--- src/rtl/psr_xfer_pkg.sv ---
package psr_xfer_pkg;
  localparam int XLEN      = 32;
  localparam int IDX_W     = 4;
  localparam int NBYTES    = XLEN / 8;
  localparam int MODE_W    = 5;
  localparam int IMM_W     = 8;
  localparam int ROT_W     = 4;
  localparam int AMT_W     = $clog2(XLEN);

  localparam logic [MODE_W-1:0] MODE_USER   = 5'b10000;
  localparam logic [MODE_W-1:0] MODE_SYSTEM = 5'b11111;

  localparam logic [1:0] OPC_READ  = 2'b00;
  localparam logic [1:0] OPC_WRITE = 2'b10;

  typedef struct packed {
    logic             undef;
    logic             warn;
    logic             gpr_we;
    logic [IDX_W-1:0] gpr_idx;
    logic [XLEN-1:0]  gpr_data;
    logic             cpsr_we;
    logic [XLEN-1:0]  cpsr_data;
    logic             spsr_we;
    logic [XLEN-1:0]  spsr_data;
  } xfer_result_t;
endpackage

--- src/rtl/psr_xfer_decode.sv ---
module psr_xfer_decode
  import psr_xfer_pkg::*;
(
  input  logic [1:0]        opc,
  input  logic              r_bit,
  input  logic              imm_bit,
  input  logic [MODE_W-1:0] mode,
  output logic              is_read,
  output logic              is_write,
  output logic              is_undef,
  output logic              to_spsr,
  output logic              use_imm,
  output logic              privileged,
  output logic              has_spsr
);
  always_comb begin
    is_read    = (opc == OPC_READ);
    is_write   = (opc == OPC_WRITE);
    is_undef   = !is_read && !is_write;
    to_spsr    = r_bit;
    use_imm    = imm_bit;
    privileged = (mode != MODE_USER);
    has_spsr   = privileged && (mode != MODE_SYSTEM);
  end
endmodule

--- src/rtl/psr_xfer_operand.sv ---
module psr_xfer_operand
  import psr_xfer_pkg::*;
(
  input  logic             use_imm,
  input  logic [IMM_W-1:0] imm8,
  input  logic [ROT_W-1:0] rot,
  input  logic [XLEN-1:0]  reg_data,
  output logic [XLEN-1:0]  operand
);
  logic [XLEN-1:0]   imm_ext;
  logic [2*XLEN-1:0] doubled;
  logic [2*XLEN-1:0] shifted;
  logic [AMT_W-1:0]  amount;

  always_comb begin
    imm_ext = {{(XLEN-IMM_W){1'b0}}, imm8};
    amount  = AMT_W'({rot, 1'b0});
    doubled = {imm_ext, imm_ext};
    shifted = doubled >> amount;
    operand = use_imm ? shifted[XLEN-1:0] : reg_data;
  end

  // with no rotation the immediate arrives unchanged
  always_comb begin
    if (use_imm && rot == '0) begin
      p_imm_norot_r5: assert (operand == imm_ext);
    end
  end
endmodule

--- src/rtl/psr_xfer_merge.sv ---
module psr_xfer_merge
  import psr_xfer_pkg::*;
(
  input  logic [XLEN-1:0]   old_word,
  input  logic [XLEN-1:0]   new_word,
  input  logic [NBYTES-1:0] byte_mask,
  output logic [XLEN-1:0]   merged
);
  for (genvar b = 0; b < NBYTES; b++) begin : g_byte
    assign merged[b*8 +: 8] = byte_mask[b] ? new_word[b*8 +: 8] : old_word[b*8 +: 8];
  end
endmodule

--- src/rtl/psr_xfer_unit.sv ---
module psr_xfer_unit
  import psr_xfer_pkg::*;
(
  input  logic             clk,
  input  logic             rst_n,
  input  logic             in_valid,
  output logic             in_ready,
  input  logic [XLEN-1:0]  in_instr,
  input  logic [XLEN-1:0]  in_cpsr,
  input  logic [XLEN-1:0]  in_spsr,
  input  logic [XLEN-1:0]  in_rm_data,
  output logic [IDX_W-1:0] src_idx,
  output logic             out_valid,
  input  logic             out_ready,
  output logic             gpr_we,
  output logic [IDX_W-1:0] gpr_idx,
  output logic [XLEN-1:0]  gpr_data,
  output logic             cpsr_we,
  output logic [XLEN-1:0]  cpsr_data,
  output logic             spsr_we,
  output logic [XLEN-1:0]  spsr_data,
  output logic             spsr_warn,
  output logic             undef
);
  logic is_read, is_write, is_undef, to_spsr, use_imm, privileged, has_spsr;
  logic [XLEN-1:0] operand, target_old, merged;
  xfer_result_t    res_d, res_q;
  logic            accept;
  logic            unused_bits;

  assign unused_bits = ^{in_instr[31:26], in_instr[24:23]};

  psr_xfer_decode u_decode (
    .opc        (in_instr[21:20]),
    .r_bit      (in_instr[22]),
    .imm_bit    (in_instr[25]),
    .mode       (in_cpsr[MODE_W-1:0]),
    .is_read    (is_read),
    .is_write   (is_write),
    .is_undef   (is_undef),
    .to_spsr    (to_spsr),
    .use_imm    (use_imm),
    .privileged (privileged),
    .has_spsr   (has_spsr)
  );

  psr_xfer_operand u_operand (
    .use_imm  (use_imm),
    .imm8     (in_instr[7:0]),
    .rot      (in_instr[11:8]),
    .reg_data (in_rm_data),
    .operand  (operand)
  );

  assign target_old = to_spsr ? in_spsr : in_cpsr;

  psr_xfer_merge u_merge (
    .old_word  (target_old),
    .new_word  (operand),
    .byte_mask (in_instr[19:16]),
    .merged    (merged)
  );

  always_comb begin
    res_d = '0;
    if (is_read) begin
      res_d.gpr_we   = 1'b1;
      res_d.gpr_idx  = in_instr[15:12];
      res_d.gpr_data = target_old;
      res_d.warn     = to_spsr && !has_spsr;
    end else if (is_write) begin
      res_d.warn = to_spsr && !has_spsr;
      if (to_spsr) begin
        if (has_spsr) begin
          res_d.spsr_we   = 1'b1;
          res_d.spsr_data = merged;
        end
      end else if (privileged) begin
        res_d.cpsr_we   = 1'b1;
        res_d.cpsr_data = merged;
      end
    end else begin
      res_d.undef = is_undef;
    end
  end

  assign in_ready = !out_valid || out_ready;
  assign accept   = in_valid && in_ready;
  assign src_idx  = in_instr[3:0];

  always_ff @(posedge clk or negedge rst_n) begin
    if (!rst_n) begin
      out_valid <= 1'b0;
      res_q     <= '0;
    end else if (accept) begin
      out_valid <= 1'b1;
      res_q     <= res_d;
    end else if (out_ready) begin
      out_valid <= 1'b0;
      res_q     <= '0;
    end
  end

  assign gpr_we    = res_q.gpr_we;
  assign gpr_idx   = res_q.gpr_idx;
  assign gpr_data  = res_q.gpr_data;
  assign cpsr_we   = res_q.cpsr_we;
  assign cpsr_data = res_q.cpsr_data;
  assign spsr_we   = res_q.spsr_we;
  assign spsr_data = res_q.spsr_data;
  assign spsr_warn = res_q.warn;
  assign undef     = res_q.undef;

  p_hold_r1: assert property (@(posedge clk) disable iff (!rst_n)
    out_valid && !out_ready |=> out_valid && $stable(res_q));

  p_read_r2: assert property (@(posedge clk) disable iff (!rst_n)
    accept && in_instr[21:20] == OPC_READ |=> gpr_we && !cpsr_we && !spsr_we);

  p_user_r8: assert property (@(posedge clk) disable iff (!rst_n)
    accept && in_cpsr[MODE_W-1:0] == MODE_USER |=> !cpsr_we && !spsr_we);

  p_system_r9: assert property (@(posedge clk) disable iff (!rst_n)
    accept && in_cpsr[MODE_W-1:0] == MODE_SYSTEM |=> !spsr_we);

  p_warn_r10: assert property (@(posedge clk) disable iff (!rst_n)
    accept && !in_instr[22] |=> !spsr_warn);

  p_undef_r11: assert property (@(posedge clk) disable iff (!rst_n)
    undef |-> !gpr_we && !cpsr_we && !spsr_we);

  p_onehot_r12: assert property (@(posedge clk) disable iff (!rst_n)
    $onehot0({gpr_we, cpsr_we, spsr_we, undef}));
endmodule

--- config.mk ---
export PLATFORM = sky130hd
export DESIGN_NAME = psr_xfer_unit
export DESIGN_NICKNAME = d
export VERILOG_FILES = /design/src/rtl/psr_xfer_pkg.sv /design/src/rtl/psr_xfer_decode.sv /design/src/rtl/psr_xfer_operand.sv /design/src/rtl/psr_xfer_merge.sv /design/src/rtl/psr_xfer_unit.sv
export SDC_FILE = /design/constraint.sdc
export NUM_CORES = 1
export LEC_CHECK = 0
export ABC_AREA = 1
export CAP_MARGIN = 25
export CORE_UTILIZATION = 39
export DETAILED_ROUTE_END_ITERATION = 16
export PLACE_DENSITY = 0.77
export SLEW_MARGIN = 10
export SYNTH_ARGS = -nofsm -noshare
export SYNTH_HDL_FRONTEND = slang
export SYNTH_SLANG_ARGS = --single-unit
--- constraint.sdc ---
create_clock -name clk -period 1.3 [get_ports clk]
set_clock_uncertainty 0.1 [all_clocks]
set_input_delay 0.13 -clock clk [delete_from_list [all_inputs] [get_ports clk]]
set_output_delay 0.13 -clock clk [all_outputs]
set_load 0.01 [all_outputs]
* Yosys cells after proc, flatten, opt, wreduce, memory -nomap -nowiden
Cells that the tools add are included.
Widths: inputs -> output; s select.
** Operators by class
- Eq/ne operators :: 3
- Shifts and indexed selects :: 1
- Mux-type cells :: 21
- Reductions and logical operators :: 11
** Operators with widths (number)
- $mux 105 :: 2
- $mux 33 :: 4
- $mux 66 :: 2
- $mux 32 :: 2
- $shr 40x5->32 :: 1
- $mux 37 :: 1
- $mux 8 :: 4
- $ne 5x5->1 const B :: 2
- $mux 1 :: 6
- $logic_and 1x1->1 :: 4
- $logic_not 1->1 :: 4
- $eq 2x2->1 const B :: 1
- $logic_not 2->1 :: 1
- $reduce_bool 2->1 :: 1
- $logic_or 1x1->1 :: 1
** Word-level totals
- Bits in registers :: 106
- Output and inout port bits :: 111
- Word-level logic and storage cells :: 46

* Longest topological paths before layout
- Depth in word-level cells :: 8
- Depth in mapped cells :: 10
- Depth with buffers taken out :: 10

* Cells and area by module
A second synthesis with hierarchy kept.
** Second synthesis, totals
- Cell total of the unflattened synthesis :: 886
- Area total of the unflattened synthesis :: 6120.9 sq um
** By module, submodules not included
- psr_xfer_unit :: instances 1, cells an instance 571, area each 4636.9 sq um
- psr_xfer_operand :: instances 1, cells an instance 194, area each 988.4 sq um
- psr_xfer_merge :: instances 1, cells an instance 104, area each 420.4 sq um
- psr_xfer_decode :: instances 1, cells an instance 17, area each 75.1 sq um

* Worst setup path after synthesis
Ideal clock, no wire load.
- Path kind :: register to register
- Start point :: register out_valid
- End point :: register res_q, in the netlist gpr_we
- Data arrival time :: 1163 ps
- Slack :: -90 ps
- Stages on the path, launching flop included :: 7
- Cells stage by stage :: dfrtp_1 a21oi_4 nor2_2 buf_2 buf_2 nand2_1 nand2_1
** On the way
- Longest elaborated chain between the ends :: 4
- Elaborated cells on any way between the ends :: 5
** Ends and longest elaborated chain
- from (decl) :: line psr_xfer_unit.sv:13 : output logic out_valid,
- from (signal assigned) :: line psr_xfer_unit.sv:93 : out_valid <= 1'b0;
- from (signal assigned) :: line psr_xfer_unit.sv:96 : out_valid <= 1'b1;
- from (signal assigned) :: line psr_xfer_unit.sv:99 : out_valid <= 1'b0;
- $logic_not 1->1 * :: line psr_xfer_unit.sv:87 : assign in_ready = !out_valid || out_ready;
- $logic_or 1x1->1 * :: line psr_xfer_unit.sv:87
- $logic_and 1x1->1 * :: line psr_xfer_unit.sv:88 : assign accept = in_valid && in_ready;
- $mux 105 / $reduce_bool 2->1 (equally long branches)
- to (signal assigned) :: line psr_xfer_unit.sv:97 : res_q <= res_d;
- to (decl) :: line psr_xfer_unit.sv:27 : xfer_result_t res_d, res_q;
Mark *: on every way between the ends. The rest lies on a longest branch, timed or not.
A chain may end at the register's enable or synchronous reset.

* Worst setup path after layout
- Start point :: register out_valid
- End point :: register res_q, in the netlist cpsr_data[16]
The elaborated chain is that of the path after synthesis.

==> impl.org <==
** Outcome
- The run finished, with violations left.
- The final reports fail on negative setup slack.

** Place
- Post-Place Worst Slack :: -0.4923 ns
- Routability-driven placement finished with a final weighted congestion of 0.8684.
- In this run the tool buffered the top-level ports with 234 buffer cells.
- Number of placed instances, taps included :: 1208
- Once placement finished, the instance area stood at 8711 um2.
- Final HPWL DP :: 14610 um

** Pwr
- Static Leak :: 0.005148 uW
- For this design the ratio of total power to cell area is 874.6 nW/um2.
- The worst-case IR drop observed on VDD is 0.5516 mV.

** Logic synthesis
- Average size of a mapped cell :: 7.355 um2
- Syn Nets :: 889
- The share of the Yosys chip area taken by registers is 47.64%.
- Synth unique cells :: 20
- Number of storage elements in the synthesis netlist :: 106
- For this run, the number of Yosys warnings is 0.
- Counting every instance in the synthesized netlist gives 757.
- Netlist Area Pre-Place :: 5568 um2

** GRT
- The total overflow left after global routing is 0.
- Antenna violations before repair :: 0
- Via count of the first global-routing pass :: 5977
- The first global-routing pass estimated 30910 um of wire.
- Global routing consumed, over all layers together, 27.42% of the routing resources.
- Maximum number of pins on one net before global-route repair :: 47

** Clock network
- After clock tree synthesis, the clock-pin slew on the worst setup and hold paths is 0.07 ns.
- Clock Sinks :: 106
- Clock latency on the worst-skew pair :: 0.34 ns
- TritonCTS built the clock tree.
- Number of levels the H-tree was split into :: 3
- Buffers inserted during clock tree synthesis total 9.
- Counting along the longest clock path gives a buffer depth of 2.
- Clock tree synthesis selected as its root buffer the cell sky130_fd_sc_hd__clkbuf_16.

** Cells and area
- Count of antenna diodes in the layout :: 0
- Layout Area Growth over Synthesis :: 69.78%
- Post-Layout Cell Count :: 1239
- The finished cells cover 9453 um2.
- Post-layout nets :: 1186
- In the final layout, the share of cells above drive strength 1 is 18.22%.

** Timing
- Worst hold margin :: 0.07351 ns
- Setup violations, final :: 106
- For the pin with the worst max-slew slack, the measured transition is 0.4116 ns.
- Time the final worst path needs with I/O delays and setup :: 1.466 ns
- The final-report max-slew violation count was 0.
- Fraction of the cycle the final worst path needs :: 112.8%
- The number of hold-slack violations in the final timing report came to 0.
- Once routing completed, OpenROAD measured the worst setup slack at -0.1660 ns.
- F_max :: 0.6821 GHz
- Unrepaired setup endpoints after global routing :: yes
- The worst pin sits at a relative slew slack of 72.53%.

** Floorplan
- Vert. Die Dim :: 121.5 um
- In this run the count of I/O pins placed on the die edge is 243.
- Initial cell density of the core :: 40.11%
- Core Footprint :: 13880 um2
- Die area :: 14760 um2
- The floorplan has 43 rows.
- Die outline width :: 121.5 um

** Detailed routing
- The routed design has 20150 um of wire.
- In this run, the number of DRC markers left after iteration 0 of detailed routing was 540.
- After detailed routing, the number of remaining DRC violations is 0.
- The detail route stage leaves a number of antenna-violating nets equal to 0.
- Number of vias per cell :: 5.027
- Number of vias in the routed layout :: 6229
- The first TritonRoute pass finished after 5 iterations.
- In the final routed layout, each cell accounts on average for 16.27 um.

** Worst setup path
- CP required :: 1.49 ns
- Reg-to-Reg Start :: out_valid
- Worst setup path class :: flip-flop to flip-flop
- Largest fanout on the critical path :: 6
- Destination of the worst register-to-register timing path :: cpsr_data[16]
- In this run the worst setup path begins at out_valid.
- Startpoint Class :: flip-flop
- The number of cells on the worst reg-to-reg path is 7.
- Reg-to-reg setup timing slack :: -0.17 ns
- At the worst endpoint, the arrival time is 1.65 ns.
- STA classifies the critical path endpoint as a flip-flop.

** Job
- Max Cap Viol :: 0

** Hold path
- The path class of the tightest hold or removal check is input port to async pin.
## synth_stat cells, drive strengths merged
master,n,area (um2)
a21oi,29,156.4
dfrtp,106,2653
clkbuf,16,60.06
nand4,11,68.82
nand3,86,440.4
buf,30,172.7
nand2,332,1246
nor2,14,65.06
mux2i,19,190.2
a22o,1,8.760
inv,46,172.7
o21ai,66,330.3
clkinv,1,3.750
## logic make-up (layout without fill, tap and decap cells)
kind of cell | count (synthesis) | in the layout | share of synthesized area, %
buffers and inverters | 93 | 395 | 7.348
AO/OA/AOI/OAI | 96 | 96 | 8.899
AND/OR/NAND/NOR | 443 | 443 | 32.70
flip-flops | 106 | 106 | 47.64
multiplexers | 19 | 19 | 3.416
## layout by cell type, fill, tap and decap left out, drive strengths merged, types with 13 or more instances in the layout
| master | n |
|---|---|
| o21ai | 66 |
| nand2 | 332 |
| inv | 47 |
| mux2i | 19 |
| dfrtp | 106 |
| nor2 | 14 |
| dlygate4sd2 | 108 |
| nand3 | 86 |
| buf | 99 |
| a21oi | 29 |
| clkdlybuf4s50 | 117 |
| clkbuf | 13 |
## metal layers
metal / up-vias / GRT usage (%) / part of all wire [%]
li1: 3043 / - / -
met1: 2879 / 35.56 / 42
met2: 264 / 46.34 / 48
met3: 43 / 3.900 / 7.0
met4: 0 / 9.799 / 2.7
met5: - / 0 / 0
## through the flow
step	power, uW	TNS [ns]	utilization (%)
global placement	5266	-42.07	62.75
floorplan	4180	-2.855	-
CTS	8241	-9.854	66.34
detailed placement	5280	-44.09	62.75
finish	8268	-11.14	68.10
global route	8585	-16.88	68.10
## worst max path at each step
stage	to	slack (ns)
finish	cpsr_data[16]	-0.17
global route	gpr_data[7]	-0.22
CTS	cpsr_data[17]	-0.16
detailed placement	cpsr_data[17]	-0.49
global placement	cpsr_data[17]	-0.47
floorplan	cpsr_data[18]	-0.06
## cell type report
type	instances	area [um2]
Fill cell	1228	4428
Timing Repair Buffer	332	3293
Multi-Input combinational cell	558	2785
Sequential cell	106	2653
Clock buffer	10	229.0
Tap cell	180	225.2
Inverter	47	178.9
Clock inverter	6	88.84
## flip-flops by register name (all words and copies together) (netlist names)
name / count
spsr_data: 32
cpsr_we: 1
undef: 1
gpr_data: 32
spsr_we: 1
out_valid: 1
cpsr_data: 32
gpr_idx: 4
spsr_warn: 1
gpr_we: 1
## critical path, stage by stage (launching register included)
cell and delay, ns:
sky130_fd_sc_hd__dfrtp_1 0.41, sky130_fd_sc_hd__a21oi_4 0.21, sky130_fd_sc_hd__nand2_2 0.12, sky130_fd_sc_hd__nor2_4 0.11, sky130_fd_sc_hd__buf_12 0.15, sky130_fd_sc_hd__clkbuf_16 0.16, sky130_fd_sc_hd__nand3_1 0.08, sky130_fd_sc_hd__nand2_1 0.07
## report_power, final
part           internal (uW)  total [uW]  switching, uW
Combinational            950        1900            948
Clock                   1690        2920           1230
Sequential              3390        3450           56.6
Total                   6040        8270           2230
## what timing repair did
item                                    in CTS  in global routing
buffers inserted                             4                  1
endpoints found under the setup margin     213                108
hold buffers                                 1                  0
cloned                                       6                  3
pin swaps                                   12                 24
resized for setup                          202                 52
endpoints found under the hold margin      106                  0
Power figures use the tool's default switching activity.
